==> src/rtl/vpctl_pkg.sv <==
package vpctl_pkg;

  localparam int unsigned DATA_W  = 64;
  localparam int unsigned ADDR_W  = 16;
  localparam int unsigned NUM_WIN = 2;

  localparam logic [ADDR_W-1:0] OFS_START   = 16'h0020;
  localparam logic [ADDR_W-1:0] OFS_HALT    = 16'h0028;
  localparam logic [ADDR_W-1:0] OFS_RUNNING = 16'h0030;

  // Base address of an aliased window; index 0 is local, 1 is core-other
  function automatic logic [ADDR_W-1:0] win_base(input int unsigned w);
    return (w == 0) ? 16'h2000 : 16'h4000;
  endfunction

  // Bits 0..n-1 set, built without a shift that overflows at n = 64
  function automatic logic [DATA_W-1:0] vp_mask(input int unsigned n);
    logic [DATA_W-1:0] m;
    for (int i = 0; i < DATA_W; i++) m[i] = (i < n);
    return m;
  endfunction

  // Processors that a start request turns on
  function automatic logic [DATA_W-1:0] newly_started(input logic [DATA_W-1:0] cur,
                                                     input logic [DATA_W-1:0] req);
    return req & ~cur;
  endfunction

  // Processors that a halt request turns off
  function automatic logic [DATA_W-1:0] newly_stopped(input logic [DATA_W-1:0] cur,
                                                     input logic [DATA_W-1:0] req);
    return req & cur;
  endfunction

endpackage

==> src/rtl/vpctl_decode.sv <==
module vpctl_decode
  import vpctl_pkg::*;
(
  input  logic              clk,
  input  logic              rst_n,
  input  logic              wr_en,
  input  logic              rd_en,
  input  logic [ADDR_W-1:0] addr,
  output logic              start_hit,
  output logic              halt_hit,
  output logic              read_hit
);

  logic [NUM_WIN-1:0] m_start;
  logic [NUM_WIN-1:0] m_halt;
  logic [NUM_WIN-1:0] m_read;

  for (genvar w = 0; w < NUM_WIN; w++) begin : g_win
    assign m_start[w] = (addr == win_base(w) + OFS_START);
    assign m_halt[w]  = (addr == win_base(w) + OFS_HALT);
    assign m_read[w]  = (addr == win_base(w) + OFS_RUNNING);
  end

  assign start_hit = wr_en && (|m_start);
  assign halt_hit  = wr_en && (|m_halt);
  assign read_hit  = rd_en && (|m_read);

  // one address never decodes to two registers
  p_single_reg_r6: assert property (@(posedge clk) disable iff (!rst_n)
    $onehot0({|m_start, |m_halt, |m_read}))
    else $error("p_single_reg_r6");

  // no strobe, no register access
  p_no_strobe_r8: assert property (@(posedge clk) disable iff (!rst_n)
    (!wr_en && !rd_en) |-> !(start_hit || halt_hit || read_hit))
    else $error("p_no_strobe_r8");

endmodule

==> src/rtl/vpctl_bitmap.sv <==
module vpctl_bitmap
  import vpctl_pkg::*;
#(
  parameter int unsigned       NUM_VP        = 1,
  parameter logic [DATA_W-1:0] START_RUNNING = 64'h1
)(
  input  logic              clk,
  input  logic              rst_n,
  input  logic              start_hit,
  input  logic              halt_hit,
  input  logic [DATA_W-1:0] wdata,
  output logic [DATA_W-1:0] running_q,
  output logic [DATA_W-1:0] wake_q
);

  localparam logic [DATA_W-1:0] VALID     = vp_mask(NUM_VP);
  localparam logic [DATA_W-1:0] BOOT_MASK = START_RUNNING & VALID;

  logic              boot_pend_q;
  logic [DATA_W-1:0] start_req;
  logic [DATA_W-1:0] halt_req;
  logic [DATA_W-1:0] started;
  logic [DATA_W-1:0] stopped;
  logic [DATA_W-1:0] running_d;
  logic [DATA_W-1:0] wake_d;

  // Start is applied first, then halt (bus order within a cycle)
  always_comb begin
    start_req = (boot_pend_q ? BOOT_MASK : '0) | (start_hit ? (wdata & VALID) : '0);
    halt_req  = halt_hit ? (wdata & VALID) : '0;
    started   = newly_started(running_q, start_req);
    stopped   = newly_stopped(running_q | started, halt_req);
    running_d = (running_q | started) & ~stopped;
    wake_d    = started & ~stopped;
  end

  always_ff @(posedge clk or negedge rst_n) begin
    if (!rst_n) begin
      boot_pend_q <= 1'b1;
      running_q   <= '0;
      wake_q      <= '0;
    end else begin
      boot_pend_q <= 1'b0;
      running_q   <= running_d;
      wake_q      <= wake_d;
    end
  end

  // start subset must fit in the configured processor count
  initial begin
    p_start_legal_r9: assert ((START_RUNNING & ~VALID) == '0)
      else $error("p_start_legal_r9: START_RUNNING exceeds NUM_VP");
  end

  // nothing above NUM_VP is ever running or woken
  p_mask_r1: assert property (@(posedge clk) disable iff (!rst_n)
    ((running_q | wake_q) & ~VALID) == '0)
    else $error("p_mask_r1");

  // wake only for processors that were stopped one cycle earlier
  p_wake_new_r2: assert property (@(posedge clk) disable iff (!rst_n)
    (wake_q & $past(running_q)) == '0)
    else $error("p_wake_new_r2");

  // a start write leaves every selected processor running
  p_start_sets_r2: assert property (@(posedge clk) disable iff (!rst_n)
    (start_hit && !halt_hit) |=> ((running_q & $past(wdata) & VALID) == ($past(wdata) & VALID)))
    else $error("p_start_sets_r2");

  // a halt write leaves every selected processor stopped and unwoken
  p_halt_clears_r3: assert property (@(posedge clk) disable iff (!rst_n)
    halt_hit |=> (((running_q | wake_q) & $past(wdata) & VALID) == '0))
    else $error("p_halt_clears_r3");

  // the boot subset is running after the first edge out of reset
  p_boot_r7: assert property (@(posedge clk) disable iff (!rst_n)
    ($fell(boot_pend_q) && !$past(halt_hit)) |-> ((wake_q & BOOT_MASK) == BOOT_MASK))
    else $error("p_boot_r7");

  // with no register write the bitmap holds and no wake is raised
  p_idle_r8: assert property (@(posedge clk) disable iff (!rst_n)
    (!start_hit && !halt_hit && !boot_pend_q) |=> ($stable(running_q) && wake_q == '0))
    else $error("p_idle_r8");

  // a woken processor is always one that is running
  p_wake_running_r10: assert property (@(posedge clk) disable iff (!rst_n)
    (wake_q & ~running_q) == '0)
    else $error("p_wake_running_r10");

endmodule

==> src/rtl/vpctl_rdpath.sv <==
module vpctl_rdpath
  import vpctl_pkg::*;
(
  input  logic              clk,
  input  logic              rst_n,
  input  logic              read_hit,
  input  logic [DATA_W-1:0] running_q,
  output logic [DATA_W-1:0] rdata
);

  always_ff @(posedge clk or negedge rst_n) begin
    if (!rst_n) rdata <= '0;
    else        rdata <= read_hit ? running_q : '0;
  end

  // one cycle of read latency, returning the bitmap before the edge
  p_rd_latency_r5: assert property (@(posedge clk) disable iff (!rst_n)
    read_hit |=> (rdata == $past(running_q)))
    else $error("p_rd_latency_r5");

  // no mapped read, zero data
  p_rd_zero_r8: assert property (@(posedge clk) disable iff (!rst_n)
    !read_hit |=> (rdata == '0))
    else $error("p_rd_zero_r8");

endmodule

==> src/rtl/vp_runctl.sv <==
module vp_runctl
  import vpctl_pkg::*;
#(
  parameter int unsigned       NUM_VP        = 1,
  parameter logic [DATA_W-1:0] START_RUNNING = 64'h1
)(
  input  logic              clk,
  input  logic              rst_n,
  input  logic              wr_en,
  input  logic              rd_en,
  input  logic [ADDR_W-1:0] addr,
  input  logic [DATA_W-1:0] wdata,
  output logic [DATA_W-1:0] rdata,
  output logic [NUM_VP-1:0] wake,
  output logic [NUM_VP-1:0] halt
);

  logic              start_hit;
  logic              halt_hit;
  logic              read_hit;
  logic [DATA_W-1:0] running_q;
  logic [DATA_W-1:0] wake_q;

  vpctl_decode u_decode (
    .clk       (clk),
    .rst_n     (rst_n),
    .wr_en     (wr_en),
    .rd_en     (rd_en),
    .addr      (addr),
    .start_hit (start_hit),
    .halt_hit  (halt_hit),
    .read_hit  (read_hit)
  );

  vpctl_bitmap #(
    .NUM_VP        (NUM_VP),
    .START_RUNNING (START_RUNNING)
  ) u_bitmap (
    .clk       (clk),
    .rst_n     (rst_n),
    .start_hit (start_hit),
    .halt_hit  (halt_hit),
    .wdata     (wdata),
    .running_q (running_q),
    .wake_q    (wake_q)
  );

  vpctl_rdpath u_rdpath (
    .clk       (clk),
    .rst_n     (rst_n),
    .read_hit  (read_hit),
    .running_q (running_q),
    .rdata     (rdata)
  );

  assign wake = wake_q[NUM_VP-1:0];
  assign halt = ~running_q[NUM_VP-1:0];

  // halt and wake never both high for one processor
  p_halt_wake_r4: assert property (@(posedge clk) disable iff (!rst_n)
    (halt & wake) == '0)
    else $error("p_halt_wake_r4");

endmodule

==> config.mk <==
export PLATFORM = sky130hd
export DESIGN_NAME = vp_runctl
export DESIGN_NICKNAME = d
export VERILOG_FILES = /design/src/rtl/vpctl_pkg.sv /design/src/rtl/vpctl_decode.sv /design/src/rtl/vpctl_bitmap.sv /design/src/rtl/vpctl_rdpath.sv /design/src/rtl/vp_runctl.sv
export SDC_FILE = /design/constraint.sdc
export NUM_CORES = 1
export LEC_CHECK = 0
export BUFFER_PORTS_ARGS = -buffer_cell sky130_fd_sc_hd__buf_2
export CORE_ASPECT_RATIO = 0.9
export CORE_MARGIN = 4
export CORE_UTILIZATION = 26
export CTS_CLUSTER_SIZE = 16
export DETAILED_ROUTE_END_ITERATION = 10
export HOLD_SLACK_MARGIN = 0.03
export PLACE_DENSITY = 0.87
export SYNTH_ARGS = -nofsm -noshare
export SYNTH_HDL_FRONTEND = slang
export SYNTH_SLANG_ARGS = --single-unit
export TNS_END_PERCENT = 30
==> constraint.sdc <==
create_clock -name clk -period 1.8 [get_ports clk]
set_clock_uncertainty 0.1 [all_clocks]
set_input_delay 0.18 -clock clk [delete_from_list [all_inputs] [get_ports clk]]
set_output_delay 0.18 -clock clk [all_outputs]
set_load 0.02 [all_outputs]
* Word-level counts from Yosys, hierarchy flattened
Index checks and enable logic that the tools add are counted.
** Operators by class
- Reductions and logical operators :: 6
- Multiplexer cells :: 4
- Add/subtract/negate cells :: 0
- Eq/ne operators :: 6
- Divide/modulo/power cells :: 0
- $lt $le $gt $ge :: 0
- Bitwise gates (word level) :: 9
- Multiply operators :: 0
- Shifts and indexed selects :: 0
** Operators with widths (count)
- $and A64 B64 Y64 :: 3
- $not A64 Y64 :: 2
- $or A64 B64 Y64 :: 2
- $mux W64 :: 1
- $eq A16 B14 Y1 const B :: 3
- $eq A16 B15 Y1 const B :: 3
- $reduce_or A2 Y1 :: 3
- $logic_and A1 B1 Y1 :: 3
- $mux W1 :: 3
- $and A1 B1 Y1 :: 1
- $not A1 Y1 :: 1
** Word-level totals
- Bits of input ports :: 84
- Output and inout bits :: 66
- Memory bits (read-only) :: 0
- Bits in writable memories :: 0
- Flip-flop bits (word level) :: 130
- Memories kept :: 0
- Latch bits :: 0

* Longest topological paths before layout
- Word-level depth :: 10
- Gate-level depth with buffers :: 4

* By module
A second synthesis with hierarchy kept.
** Unflattened totals
- Cells, all modules :: 281
- Area total of the unflattened synthesis :: 3248.1 µm²
** By module, submodules not included
- vpctl_rdpath :: cells each 134, sequential area each 1601.5 µm², times used 1, area each 2112.0 µm²
- vpctl_bitmap :: cells each 134, sequential area each 76.3 µm², times used 1, area each 1053.5 µm²
- vpctl_decode :: cells each 12, sequential area each 0.0 µm², times used 1, area each 78.8 µm²
- vp_runctl :: cells each 1, sequential area each 0.0 µm², times used 1, area each 3.8 µm²

* Worst setup path after synthesis
Ideal clock, no wire load.
- Path kind :: input -> register
- Start :: in addr[7]
- End :: reg u_bitmap.wake_q[0]
- Buffers on the path :: 0
- Stages on the path :: 4
- Path slack :: 455 ps
- Required time :: 1572 ps
- Arrival time :: 1118 ps
- Library setup time :: 128 ps
- Path through :: nor4_2 nand4_1 nor3_2 mux2_1
** On the way
- Word-level cells in the longest chain between the ends :: 10
** Ends and longest elaborated chain
- from (decl) :: RTL line vp_runctl.sv:11 : input logic [ADDR_W-1:0] addr,
- $eq A16 B14 Y1 / $eq A16 B15 Y1 (equally long branches) :: RTL line vpctl_decode.sv:19 : assign m_start[w] = (addr == win_base(w) + OFS_START);
- $reduce_or A2 Y1 :: RTL line vpctl_decode.sv:24 : assign start_hit = wr_en && (|m_start);
- $logic_and A1 B1 Y1 :: RTL line vpctl_decode.sv:24
- $mux W1 :: RTL line vpctl_bitmap.sv:29 : start_req = (boot_pend_q ? BOOT_MASK : '0) | (start_hit ? (wdata & VALID) : '0);
- $or A64 B64 Y64 :: RTL line vpctl_bitmap.sv:29
- $and A64 B64 Y64 :: RTL line vpctl_pkg.sv:26 : return req & ~cur;
- $or A64 B64 Y64 :: RTL line vpctl_bitmap.sv:32 : stopped = newly_stopped(running_q | started, halt_req);
- $and A64 B64 Y64 :: RTL line vpctl_pkg.sv:32 : return req & cur;
- $not A64 Y64
- $and A1 B1 Y1 * :: RTL line vpctl_bitmap.sv:34 : wake_d = started & ~stopped;
- via u_bitmap.wake_d[0] :: RTL line vpctl_bitmap.sv:25 : logic [DATA_W-1:0] wake_d;
- to (signal assigned) :: RTL line vpctl_bitmap.sv:45 : wake_q <= wake_d;
- to (decl) :: RTL line vpctl_bitmap.sv:13 : output logic [DATA_W-1:0] wake_q
Mark *: on every way through the listed nets, which the timed path passes. The rest lies on a longest branch.

* Final worst setup path
- Start :: in addr[11]
- End :: reg u_bitmap.wake_q[0]
Same word-level chain as after synthesis.

==> flow_summary.toml <==
[synth]
yosys.area.top_type = "buf_4"
ys_types = 16
ys_warn_count = 0
synth_edf_count = 0
synth_xor_area_frac = 0.0126
ys_seq_elements = 4
syn_avg_cell_area_um2 = 8.38
async_flop_share = 1.00
muxShareOfSynthArea = 0.0306
netlist.area_leader.share = 0.680
synthSimpleGateAreaFrac = 0.121
synthTopCellsByArea = "buf_4, dfrtp_1, dfstp_2"
ys.flop_type = "dfrtp_1"
synthAdderAreaFrac = 0
netlist_area_um2 = 696
synth_cells = 83
yosysMostFrequentCell = "buf_4"
synth-compound-area-share = 0
synth_top_family_by_area = "buffers and inverters"
ys_seq_area_frac = 0.146
ys_top_cells_by_count = "buf_4, dfrtp_1, nand2_1, nor2_1, nor4_2"

[place]
placed_cell_area_um2 = 609
port_buffers = 23
gp_congestion = 0.708
place_hpwl_mm = 1.04

[floorplan]
die_area_mm2 = 0.00357
ioPinCount = 150
die_y_um = 57.1
core_mm2 = 0.00251
fp.dieW_um = 62.5
initial_core_util = 0.277
num_rows = 17

[worst_setup_path]
critical_path.max_stage_delay_ps = 360
cp_max_fo = 2
cp.arrival_ps = 1360
crit_family = "simple AND/OR/NAND/NOR gates"
crit_chain = "buf_2, nor4_2, nand4_1, nor3_2, mux2_1"
startpoint_type = "input pin"
path_buf_inv = 1
end_kind = "flop"
critPathSlowestCell = "mux2_1"
cp.required_ps = 1810
path_class = "input pin to flop"

[finish]
layout-drive-gt1-share = 0.277
final-seq-area_um2 = 101
diodes = 0
final_area_um2 = 656
fillCellCount = 278
area_growth_pct = -5.76
fin_nets = 197
multi_input_comb_area_um2 = 354

[timing]
period_share = 0.751
tns_ps = 0
rsz0062_at_grt = "false"
slew_viol_final = 0
min_period_ps = 1350
hold_viol = 0
fmax_mhz = 740
setup_viol = 0

[power]
clkPwrFrac = 0.327
pwr-share-seq = 0.254
p_int_mw = 0.197
p_per_area_mw_per_mm2 = 558
switching_share = 0.460
peakVddDrop_uv = 161
leakagePower_nw = 0.411
power.switching_mw = 0.168
power_frac_comb = 0.419

[clock_tree]
clkLatencyLatePin_ps = 230
cts_root_buf = "clkbuf_4"
clockBufferDepth = 2
cts_tree = "built"
clkSlewWorstSetupHoldPaths_ps = 40
htree_levels = 1
post_cts_resized = 0
clock-sinks = 4
cts_made_buffers = 3

[drt]
drc_errors = 0
finalWirelength_mm = 1.10
avgViaCountPerCell = 2.88
drt_iter0_drc = 25
firstDrtPassIters = 3
final_antenna_net_count = 0
wl_per_cell_um = 7.89
vias = 403

[grt]
grt_overflow = 0
grt_max_degree = 5
grt_use_total = 0.0495
grt_pass1_vias = 281
antenna_found_initial = 0
grt_first_pass_wirelength_mm = 1.31

[flow_run]
cap_violations = 0

[run_status]
status = "finished clean"

[worst_hold_path]
hold_class = "input pin to flop"
==> placed cells by master (no fill, tap or decap) <==
| master | Yosys | routed |
|---|---|---|
| dfrtp_1 | 3 | 3 |
| clkbuf_4 | 0 | 3 |
| nor2_1 | 2 | 2 |
| nor4b_2 | 1 | 1 |
| nor2b_1 | 1 | 1 |
| mux2_1 | 1 | 1 |
| inv_1 | 1 | 1 |
| dlygate4sd3_1 | 0 | 2 |
| mux2i_1 | 1 | 1 |
| nand4_1 | 1 | 1 |
| conb_1 | 1 | 64 |
| buf_2 | 0 | 23 |
| nor4_2 | 2 | 2 |
| nor3_2 | 1 | 1 |
| nand2_1 | 2 | 2 |
| nor4_1 | 1 | 1 |
| clkbuf_1 | 0 | 1 |
| dfstp_2 | 1 | 1 |
| xor2_1 | 1 | 1 |
==> worst min-delay path, stage by stage <==
cell and delay, ps:
buf_2 100, nand2_1 50, nor4_1 40
==> area by class of cell <==
class | instances | share of cell area
multi-input cells | 78 | 0.540
clock buffers | 4 | 0.0401
flip-flops and latches | 4 | 0.155
inverters | 1 | 0.00573
repair buffers | 25 | 0.206
well taps | 28 | 0.0534
==> metrics by stage <==
stage	util	std cells	setup WS, ps	power (mW)	hold WS, ps
2_1_floorplan	-	146	455	0.318	-216
3_3_place_gp	0.243	134	225	0.239	-111
3_5_place_dp	0.243	134	167	0.240	-109
4_1_cts	0.257	139	420	0.367	30.6
5_1_grt	0.261	140	369	0.395	66.5
6_report	0.261	140	448	0.366	73.5
==> routing by layer <==
metal / track usage / part of all wire / vias to the layer above
met5: 0 / 0 / -
met4: 0.0377 / 0 / 0
met3: 0.0374 / 0.16 / 0
met2: 0.0821 / 0.60 / 39
met1: 0.0401 / 0.24 / 173
li1: - / - / 191
==> power groups by stage <==
stage	clock, mW	sequential [mW]	combinational, mW
5_1_grt	0.139	0.0929	0.164
4_1_cts	0.127	0.0929	0.148
3_5_place_dp	0	0.0940	0.146
2_1_floorplan	0	0.0939	0.224
6_report	0.119	0.0929	0.153
3_3_place_gp	0	0.0940	0.145
==> worst paths after layout <==
check                      slack [ps]                             from                             end  depth (start not counted)
max in group asynchronous        1210                            rst_n  u_bitmap.boot_pend_q$_DFF_PN1_                          2
max reg2reg                       820   u_bitmap.boot_pend_q$_DFF_PN1_    u_bitmap.wake_q[0]$_DFF_PN0_                          2
min reg2reg                       440  u_bitmap.running_q[0]$_DFF_PN0_     u_rdpath.rdata[0]$_DFF_PN0_                          2
max                               450                         addr[11]    u_bitmap.wake_q[0]$_DFF_PN0_                          5
min in group asynchronous         170                            rst_n     u_rdpath.rdata[0]$_DFF_PN0_                          2
min                                70                            rd_en     u_rdpath.rdata[0]$_DFF_PN0_                          3
==> logic make-up after synthesis <==
| group | count (synthesis) |
|---|---|
| xor gates and xnor gates | 1 |
| buffers and inverters | 64 |
| DFF | 4 |
| muxes | 2 |
| other | 1 |
| and+or+nand+nor | 11 |
==> repair_timing <==
action	in CTS	in global routing
hold endpoints to repair	4	1
buffers inserted	0	0
hold buffers	1	1
setup endpoints to repair	0	0
==> flip-flops by register name, summed over array words and instances (netlist names) <==
register and flops:
u_bitmap.boot_pend_q 1, u_bitmap.running_q 1, u_bitmap.wake_q 1, u_rdpath.rdata 1
Note: power is estimated with default switching activity, not from simulation.
